$ cat src/rtl/stall_detect_pkg.sv
package stall_detect_pkg;

  // Opcodes whose Rt field is a source operand.
  localparam logic [5:0] OP_REG_REG = 6'h00;
  localparam logic [5:0] OP_STORE   = 6'h2B;

  // Number of older stages compared against decode (execute, memory).
  localparam int OLDER_STAGES = 2;
  localparam int STAGE_EX  = 0;
  localparam int STAGE_MEM = 1;

  // Strobes from control to datapath.
  typedef struct packed {
    logic holdFront;   // freeze PC and fetch/decode register
    logic killWrites;  // clear write enables of the copy entering execute
  } stallStrobes_t;

endpackage

$ cat src/rtl/stall_detect_compare.sv
module stall_detect_compare
  import stall_detect_pkg::*;
#(
  parameter int REG_BITS = 5
) (
  input  logic [REG_BITS-1:0]                   idRs,
  input  logic [REG_BITS-1:0]                   idRt,
  input  logic                                  idRegWrite,
  input  logic                                  idMemWrite,
  input  logic [OLDER_STAGES-1:0]               olderValid,
  input  logic [OLDER_STAGES-1:0]               olderRegWrite,
  input  logic [OLDER_STAGES-1:0][REG_BITS-1:0] olderDest,
  input  stallStrobes_t                         strobes,
  output logic [OLDER_STAGES-1:0]               rsHit,
  output logic [OLDER_STAGES-1:0]               rtHit,
  output logic                                  exRegWriteNext,
  output logic                                  exMemWriteNext
);

  localparam logic [REG_BITS-1:0] ZERO_REG = '0;

  logic [OLDER_STAGES-1:0] destLive;

  for (genvar s = 0; s < OLDER_STAGES; s++) begin : g_stage
    always_comb begin
      destLive[s] = olderValid[s] && olderRegWrite[s] && (olderDest[s] != ZERO_REG);
      rsHit[s]    = destLive[s] && (idRs == olderDest[s]);
      rtHit[s]    = destLive[s] && (idRt == olderDest[s]);
    end
  end

  // The held copy travels on with its state-changing enables disarmed.
  always_comb begin
    exRegWriteNext = idRegWrite && !strobes.killWrites;
    exMemWriteNext = idMemWrite && !strobes.killWrites;
  end

endmodule

$ cat src/rtl/stall_detect_ctrl.sv
module stall_detect_ctrl
  import stall_detect_pkg::*;
(
  input  logic                    clk,
  input  logic                    rstN,
  input  logic                    idValid,
  input  logic [5:0]              idOpcode,
  input  logic [OLDER_STAGES-1:0] rsHit,
  input  logic [OLDER_STAGES-1:0] rtHit,
  output stallStrobes_t           strobes
);

  logic readsRt;
  logic hazard;

  always_comb begin
    readsRt = (idOpcode == OP_REG_REG) || (idOpcode == OP_STORE);
    hazard  = idValid && ((|rsHit) || (readsRt && (|rtHit)));
    strobes.holdFront  = hazard;
    strobes.killWrites = hazard;
  end

  AST_RT_IGNORED: assert property (@(posedge clk) disable iff (!rstN)
    (idOpcode != OP_REG_REG && idOpcode != OP_STORE && rsHit == '0) |-> !strobes.holdFront)
    else $error("Rt field stalled an instruction that does not read it");

  AST_IDLE_DECODE: assert property (@(posedge clk) disable iff (!rstN)
    !idValid |-> !strobes.holdFront)
    else $error("stall raised with empty decode stage");

endmodule

$ cat src/rtl/stall_detect_unit.sv
module stall_detect_unit
  import stall_detect_pkg::*;
#(
  parameter int REG_BITS = 5
) (
  input  logic                clk,
  input  logic                rstN,
  input  logic                idValid,
  input  logic [5:0]          idOpcode,
  input  logic [REG_BITS-1:0] idRs,
  input  logic [REG_BITS-1:0] idRt,
  input  logic                idRegWrite,
  input  logic                idMemWrite,
  input  logic                exValid,
  input  logic                exRegWrite,
  input  logic [REG_BITS-1:0] exDest,
  input  logic                memValid,
  input  logic                memRegWrite,
  input  logic [REG_BITS-1:0] memDest,
  output logic                pcHold,
  output logic                ifIdHold,
  output logic                bubble,
  output logic                exRegWriteNext,
  output logic                exMemWriteNext
);

  logic [OLDER_STAGES-1:0]               olderValid;
  logic [OLDER_STAGES-1:0]               olderRegWrite;
  logic [OLDER_STAGES-1:0][REG_BITS-1:0] olderDest;
  logic [OLDER_STAGES-1:0]               rsHit;
  logic [OLDER_STAGES-1:0]               rtHit;
  stallStrobes_t                         strobes;

  always_comb begin
    olderValid[STAGE_EX]     = exValid;
    olderRegWrite[STAGE_EX]  = exRegWrite;
    olderDest[STAGE_EX]      = exDest;
    olderValid[STAGE_MEM]    = memValid;
    olderRegWrite[STAGE_MEM] = memRegWrite;
    olderDest[STAGE_MEM]     = memDest;
  end

  stall_detect_compare #(.REG_BITS(REG_BITS)) u_compare (
    .idRs           (idRs),
    .idRt           (idRt),
    .idRegWrite     (idRegWrite),
    .idMemWrite     (idMemWrite),
    .olderValid     (olderValid),
    .olderRegWrite  (olderRegWrite),
    .olderDest      (olderDest),
    .strobes        (strobes),
    .rsHit          (rsHit),
    .rtHit          (rtHit),
    .exRegWriteNext (exRegWriteNext),
    .exMemWriteNext (exMemWriteNext)
  );

  stall_detect_ctrl u_ctrl (
    .clk      (clk),
    .rstN     (rstN),
    .idValid  (idValid),
    .idOpcode (idOpcode),
    .rsHit    (rsHit),
    .rtHit    (rtHit),
    .strobes  (strobes)
  );

  always_comb begin
    pcHold   = strobes.holdFront;
    ifIdHold = strobes.holdFront;
    bubble   = strobes.killWrites;
  end

  AST_HOLDS_AGREE: assert property (@(posedge clk) disable iff (!rstN)
    (pcHold == ifIdHold) && (bubble == pcHold))
    else $error("hold and bubble strobes disagree");

  AST_BUBBLE_DISARMED: assert property (@(posedge clk) disable iff (!rstN)
    bubble |-> (!exRegWriteNext && !exMemWriteNext))
    else $error("bubble carries a write enable");

  AST_STALL_HAS_CAUSE: assert property (@(posedge clk) disable iff (!rstN)
    pcHold |-> ((exValid && exRegWrite && exDest != '0) ||
                (memValid && memRegWrite && memDest != '0)))
    else $error("stall without a live older destination");

  AST_PASS_THROUGH: assert property (@(posedge clk) disable iff (!rstN)
    !pcHold |-> (exRegWriteNext == idRegWrite && exMemWriteNext == idMemWrite))
    else $error("write enables altered without a stall");

endmodule

$ cat config.mk
export PLATFORM = sky130hd
export DESIGN_NAME = stall_detect_unit
export DESIGN_NICKNAME = d
export VERILOG_FILES = /design/src/rtl/stall_detect_pkg.sv /design/src/rtl/stall_detect_compare.sv /design/src/rtl/stall_detect_ctrl.sv /design/src/rtl/stall_detect_unit.sv
export SDC_FILE = /design/constraint.sdc
export NUM_CORES = 1
export LEC_CHECK = 0
export ABC_AREA = 1
export CORE_UTILIZATION = 31
export DETAILED_ROUTE_END_ITERATION = 10
export GPL_ROUTABILITY_DRIVEN = 0
export PLACE_DENSITY_LB_ADDON = 0.3
export SYNTH_ARGS = -nofsm -noshare
export SYNTH_HDL_FRONTEND = slang
export SYNTH_SLANG_ARGS = --single-unit
$ cat constraint.sdc
create_clock -name vclk -period 1.26
set_input_delay 0.126 -clock vclk [all_inputs]
set_output_delay 0.126 -clock vclk [all_outputs]
set_load 0.005 [all_outputs]
==> metrics.yaml, run 1 <==
synth:
  synth_cell_types: 13
  syn_area_um2: 404
  yosysSeqAreaShare_pct: 0
  synth_fp_nets: 108
  syn_avg_cell_area_um2: 5.54
  ys_warn_count: 0
  yosys.area.top_type: "xor2_1"
  syn_inst: 73
  yosysTopAreaCellShare_pct: 21.7
  ys_top_cells_by_area: "xor2_1 22%, xnor2_1 20%, nand2_1 16%"
grt:
  grt_util_met3_pct: 0.581
  grt_max_degree: 5
  gr-max-usage-layer: "met2"
  grt_antenna_before_repair: 0
  grt_overflow: 0
  met1_usage_pct: 21.5
  track_usage_pct: 18.4
  grt_pass1_vias: 539
  grt_pass1_wl_mm: 2.01
  grtUsageMet2_pct: 37.7
worst_setup_path:
  critPathMaxStageDelay_ns: 0.17
  critPathMostFrequentCell: "nand2_1"
  worstPathArrival_ns: 1.08
  path_max_fanout: 3
  path_cells: "clkbuf_2 -> xnor2_1 -> nand2_1 -> nor2_1 -> nand3_1 -> nand2_1 -> inv_2 -> a21boi_2 -> buf_2"
  crit_type: "input port to output port"
  crit_slowest_cell: "xnor2_1"
  crit_buf_inv: 3
  cpLargestDelayFamily: "simple AND/OR/NAND/NOR gates"
  setup.worst_path.end_class: "output port"
  crit_path_start_kind: "input port"
  cp.required_ns: 1.13
floorplanning:
  ioPinCount: 40
  die_y_um: 38.1
  placementRows: 12
  core_um2: 1160
  dieWidth_um: 38.1
  start_util_pct: 35.0
  dieArea_um2: 1450
power:
  p_clk_share_pct: 0
  powerDensity_nw_per_um2: 298
  intPower_mw: 0.127
  p_sw_mw: 0.0982
  switching_share_pct: 43.5
  seqPwrFrac_pct: 0
  irDropWorstVdd_uv: 189
  pwr-share-comb_pct: 100.0
  p_leak_nw: 0.428
final_layout:
  diodes: 0
  area_growth_pct: 87.3
  fin_cells: 124
  fill_cells: 112
  nets: 147
  fin_util_pct: 65.5
  regArea_um2: 0
  clock_buffer_count: 0
  seq_cell_count: 0
  drive_gt1_share_pct: 39.1
clock_tree:
  cts_hold_buf: 0
  cts_setup_buffers: 0
hold_path:
  hold_class: "input port to output port"
detailed_routing:
  ant_nets: 0
  drt-total-wl_mm: 1.28
  vias_per_cell: 4.57
  first_iter_violations: 5
  drc_errors: 0
  drt-wirelength-per-cell_um: 10.3
  first_pass_iters: 4
  via_count: 567
sta:
  min_period_ns: 1.20
  setup_viol: 0
  clock.fmax_ghz: 0.831
  hold_violations: 0
  slew_viol_final: 0
  rsz0062_at_grt: "yes"
  tightest_slew_ns: 0.173
  slew_headroom_pct: 88.4
  fin_crit_sh_pct: 95.5
placed_design:
  placed_cells: 124
  dpl.hpwl_mm: 1.03
  numPortBuffers: 38
flow_run:
  cap_violations: 0
run_status:
  status: "finished clean"
[layer usage]
| metal | wire [um] | vias up |
|---|---|---|
| met5 | 0 | - |
| met4 | 0 | 0 |
| met3 | 71 | 0 |
| met2 | 685 | 23 |
| met1 | 522 | 247 |
| li1 | - | 297 |
[kinds of logic (layout without fill, tap and decap cells)]
family / Yosys count / after routing / synth area share (%)
and+or+nand+nor: 38 / 38 / 39.9
xor gates and xnor gates: 19 / 19 / 41.2
buffers and inverters: 11 / 48 / 12.1
AOI/OAI and AO/OA: 5 / 5 / 6.81
[repair_timing]
item / CTS / global route
pin swaps: 28 / 28
gates resized for setup: 92 / 39
setup endpoints to repair: 5 / 5
[final timing paths]
| kind | startpoint | end | slack (ns) | depth (start not counted) |
|---|---|---|---|---|
| worst max-delay path | idRs[0] | pcHold | 0.06 | 9 |
| worst min-delay path | idRegWrite | exRegWriteNext | 0.86 | 4 |
[power by group through the flow]
stage               Sequential, mW  Combinational, mW  Clock, mW
CTS                              0              0.195          0
floorplan                        0             0.0845          0
global route                     0              0.247          0
global placement                 0              0.227          0
detailed placement               0              0.232          0
finish                           0              0.226          0
[metrics by stage]
step	power [mW]	instance area, um^2	TNS (ns)	hold WS [ns]	worst slack, ns
3_5_place_dp	0.232	795	-3.77	1.18	-0.786
4_1_cts	0.195	709	0	0.871	0.00113
6_report	0.226	757	0	0.858	0.0568
5_1_grt	0.247	757	-0.0958	0.882	-0.0231
2_1_floorplan	0.0845	404	0	0.307	0.201
3_3_place_gp	0.227	795	-3.67	1.16	-0.768
[synthesized netlist by cell type]
| cell type | number |
|---|---|
| xnor2_1 | 9 |
| nand2_2 | 2 |
| nand2_1 | 17 |
| inv_1 | 9 |
| nand3b_1 | 2 |
| o21ai_0 | 2 |
| nor2_1 | 13 |
| and3_1 | 1 |
| xor2_1 | 10 |
| buf_4 | 2 |
| nand3_1 | 3 |
| a21oi_1 | 2 |
| a21boi_1 | 1 |
[cell type report]
type	instances	area (um^2)	share of cell area (%)
multi-input combinational	62	418	55.2
timing repair buffer	39	288	38.0
inverter	9	33.8	4.46
tap	14	17.5	2.31
[tightest hold or removal path: stages]
cell             delay, ns
clkdlybuf4s50_1       0.40
inv_1                 0.06
a21oi_1               0.03
buf_2                 0.11
[cell usage in the layout (no fill, tap or decap)]
cell type	synthesis	layout
nand2_1	17	17
buf_2	0	15
xor2_1	10	10
nor2_1	13	9
dlygate4sd2_1	0	8
xnor2_2	0	6
inv_1	9	6
clkbuf_2	0	5
nor2_2	0	4
buf_6	0	4
inv_2	0	3
nand3_1	3	3
xnor2_1	9	3
clkdlybuf4s50_1	0	3
nand3b_1	2	2
o21ai_0	2	2
nand2_2	2	2
clkdlybuf4s15_1	0	2
and3_1	1	1
a21boi_2	0	1
a21oi_1	2	1
a21oi_2	0	1
buf_8	0	1
buf_4	2	1
(Power assumes the default switching activity.)
==> inputs of run 2 (changes only) <==
--- a/config.mk
+++ b/config.mk
@@ -6,8 +6,9 @@
 export NUM_CORES = 1
 export LEC_CHECK = 0
 export ABC_AREA = 1
-export CORE_UTILIZATION = 31
+export CORE_AREA = 2 2 39 41
 export DETAILED_ROUTE_END_ITERATION = 10
+export DIE_AREA = 0 0 41 43
 export GPL_ROUTABILITY_DRIVEN = 0
 export PLACE_DENSITY_LB_ADDON = 0.3
 export SYNTH_ARGS = -nofsm -noshare
==> constraint.sdc (replaced) <==
create_clock -name vclk -period 1.5
set_input_delay 0.15 -clock vclk [all_inputs]
set_output_delay 0.15 -clock vclk [all_outputs]
set_load 0.005 [all_outputs]
==> run 2 against run 1 <==
Against the previous run:
- combinational power shrank 22%
- non-clock buffer count decreased by 1
- via count down 0.18%
- critical path depth shrank 2
- routed wire length decreased by 5.5%
- final cell count increased by 0.81%
- die area up 21%
- first-iteration DRC count up 140%
- global-route usage is 4.7 points lower
- critical endpoint unchanged
==> metrics.yaml, run 2 (same netlist as run 1, synthesis figures left out) <==
run_status:
  status: "finished clean"
floorplanning:
  dieWidth_um: 41
  placementRows: 14
  dieArea_um2: 1760
  core_um2: 1380
  start_util_pct: 29.2
  ioPinCount: 40
  die_y_um: 43
hold_path:
  hold_class: "input port to output port"
sta:
  hold-worst-slack_ns: 0.896
  tightest_slew_ns: 0.175
  hold_violations: 0
  min_period_ns: 1.43
  fin_crit_sh_pct: 95.5
  tns_ns: 0
  slew_viol_final: 0
  setup_viol: 0
  slew_headroom_pct: 88.3
  layout_setup_ws_ns: 0.0671
  clock.fmax_ghz: 0.698
worst_setup_path:
  setup.worst_path.start: "idOpcode[0]"
  path_cells: "clkdlybuf4s50_1 -> nand2_1 -> o21ai_0 -> and3_1 -> nand2_2 -> a21boi_2 -> buf_2"
  crit_buf_inv: 2
  crit_type: "input port to output port"
  worstSetupEndpoint: "pcHold"
  worstPathArrival_ns: 1.28
  path_max_fanout: 3
  crit_cells: 7
  cp.required_ns: 1.35
  critPathMaxStageDelay_ns: 0.47
  crit_path_start_kind: "input port"
  crit_slowest_cell: "clkdlybuf4s50_1"
  cpLargestDelayFamily: "buffers and inverters"
  setup.worst_path.end_class: "output port"
final_layout:
  multi_input_area_um2: 382
  nets: 146
  clock_buffer_count: 0
  drive_gt1_share_pct: 21.1
  fill_cells: 154
  seq_cell_count: 0
  fin_cells: 125
  diodes: 0
  mostFrequentLayoutCells: "14 x nand2_1, 11 x nor2_1, 11 x dlygate4sd2_1"
  area_growth_pct: 91.6
  final_common_cell: "nand2_1"
  regArea_um2: 0
detailed_routing:
  drt-wirelength-per-cell_um: 9.67
  drc_errors: 0
  ant_nets: 0
  drt-total-wl_mm: 1.21
  via_count: 566
  first_iter_violations: 12
  first_pass_iters: 4
  vias_per_cell: 4.53
grt:
  grt_max_degree: 5
  grt_pass1_vias: 480
  track_usage_pct: 13.7
  grt_antenna_before_repair: 0
  grt_overflow: 0
  grt_pass1_wl_mm: 1.85
flow_run:
  cap_violations: 0
clock_tree:
  cts_setup_buffers: 0
  cts_hold_buf: 0
placed_design:
  dpl.hpwl_mm: 1.06
  placed_cells: 125
  numPortBuffers: 38
  dp_slack_ns: -0.619
power:
  irDropWorstVdd_uv: 108
  powerDensity_nw_per_um2: 227
  p_leak_nw: 0.444
  power.total_mw: 0.176
## run 2: cell type report
cell class,count,area share (%)
Timing Repair Buffer,38,43.8
Tap cell,16,2.58
Inverter,9,4.36
Multi-Input combinational cell,62,49.3
## run 2: worst min path at each step
stage | from | end | slack (ns) | cells past startpoint
after global placement | idRegWrite | exRegWriteNext | 1.23 | 4
after global routing | idMemWrite | exMemWriteNext | 0.92 | 4
after detailed placement | idMemWrite | exMemWriteNext | 1.22 | 4
after CTS | idRegWrite | exRegWriteNext | 0.90 | 4
after floorplan | idValid | exMemWriteNext | 0.36 | 1
final | idRegWrite | exRegWriteNext | 0.90 | 4
## run 2: power breakdown
part	switching, mW	internal [mW]	total [mW]	leakage [nW]
registers	0	0	0	0
logic	0.0765	0.0995	0.176	0.444
clock network	0	0	0	0
total	0.0765	0.0995	0.176	0.444
## run 2: repair_timing
item                       4_1_cts  5_1_grt
setup endpoints to repair        5        5
pin swaps                        3       24
resized for setup               43       29
## run 2: metal layers
layer  up-vias  global-route usage (%)  wire (um)
li1        293                       -          -
met3         0                       0         46
met4         0                       0          0
met1       259                    19.9        528
met5         -                       0          0
met2        14                    23.1        634
## run 2: per-stage QoR
step / utilization [%] / instance area [um^2]
global route: 56.0 / 774
detailed placement: 57.1 / 790
floorplan: - / 404
CTS: 53.7 / 743
global placement: 57.1 / 790
finish: 56.0 / 774
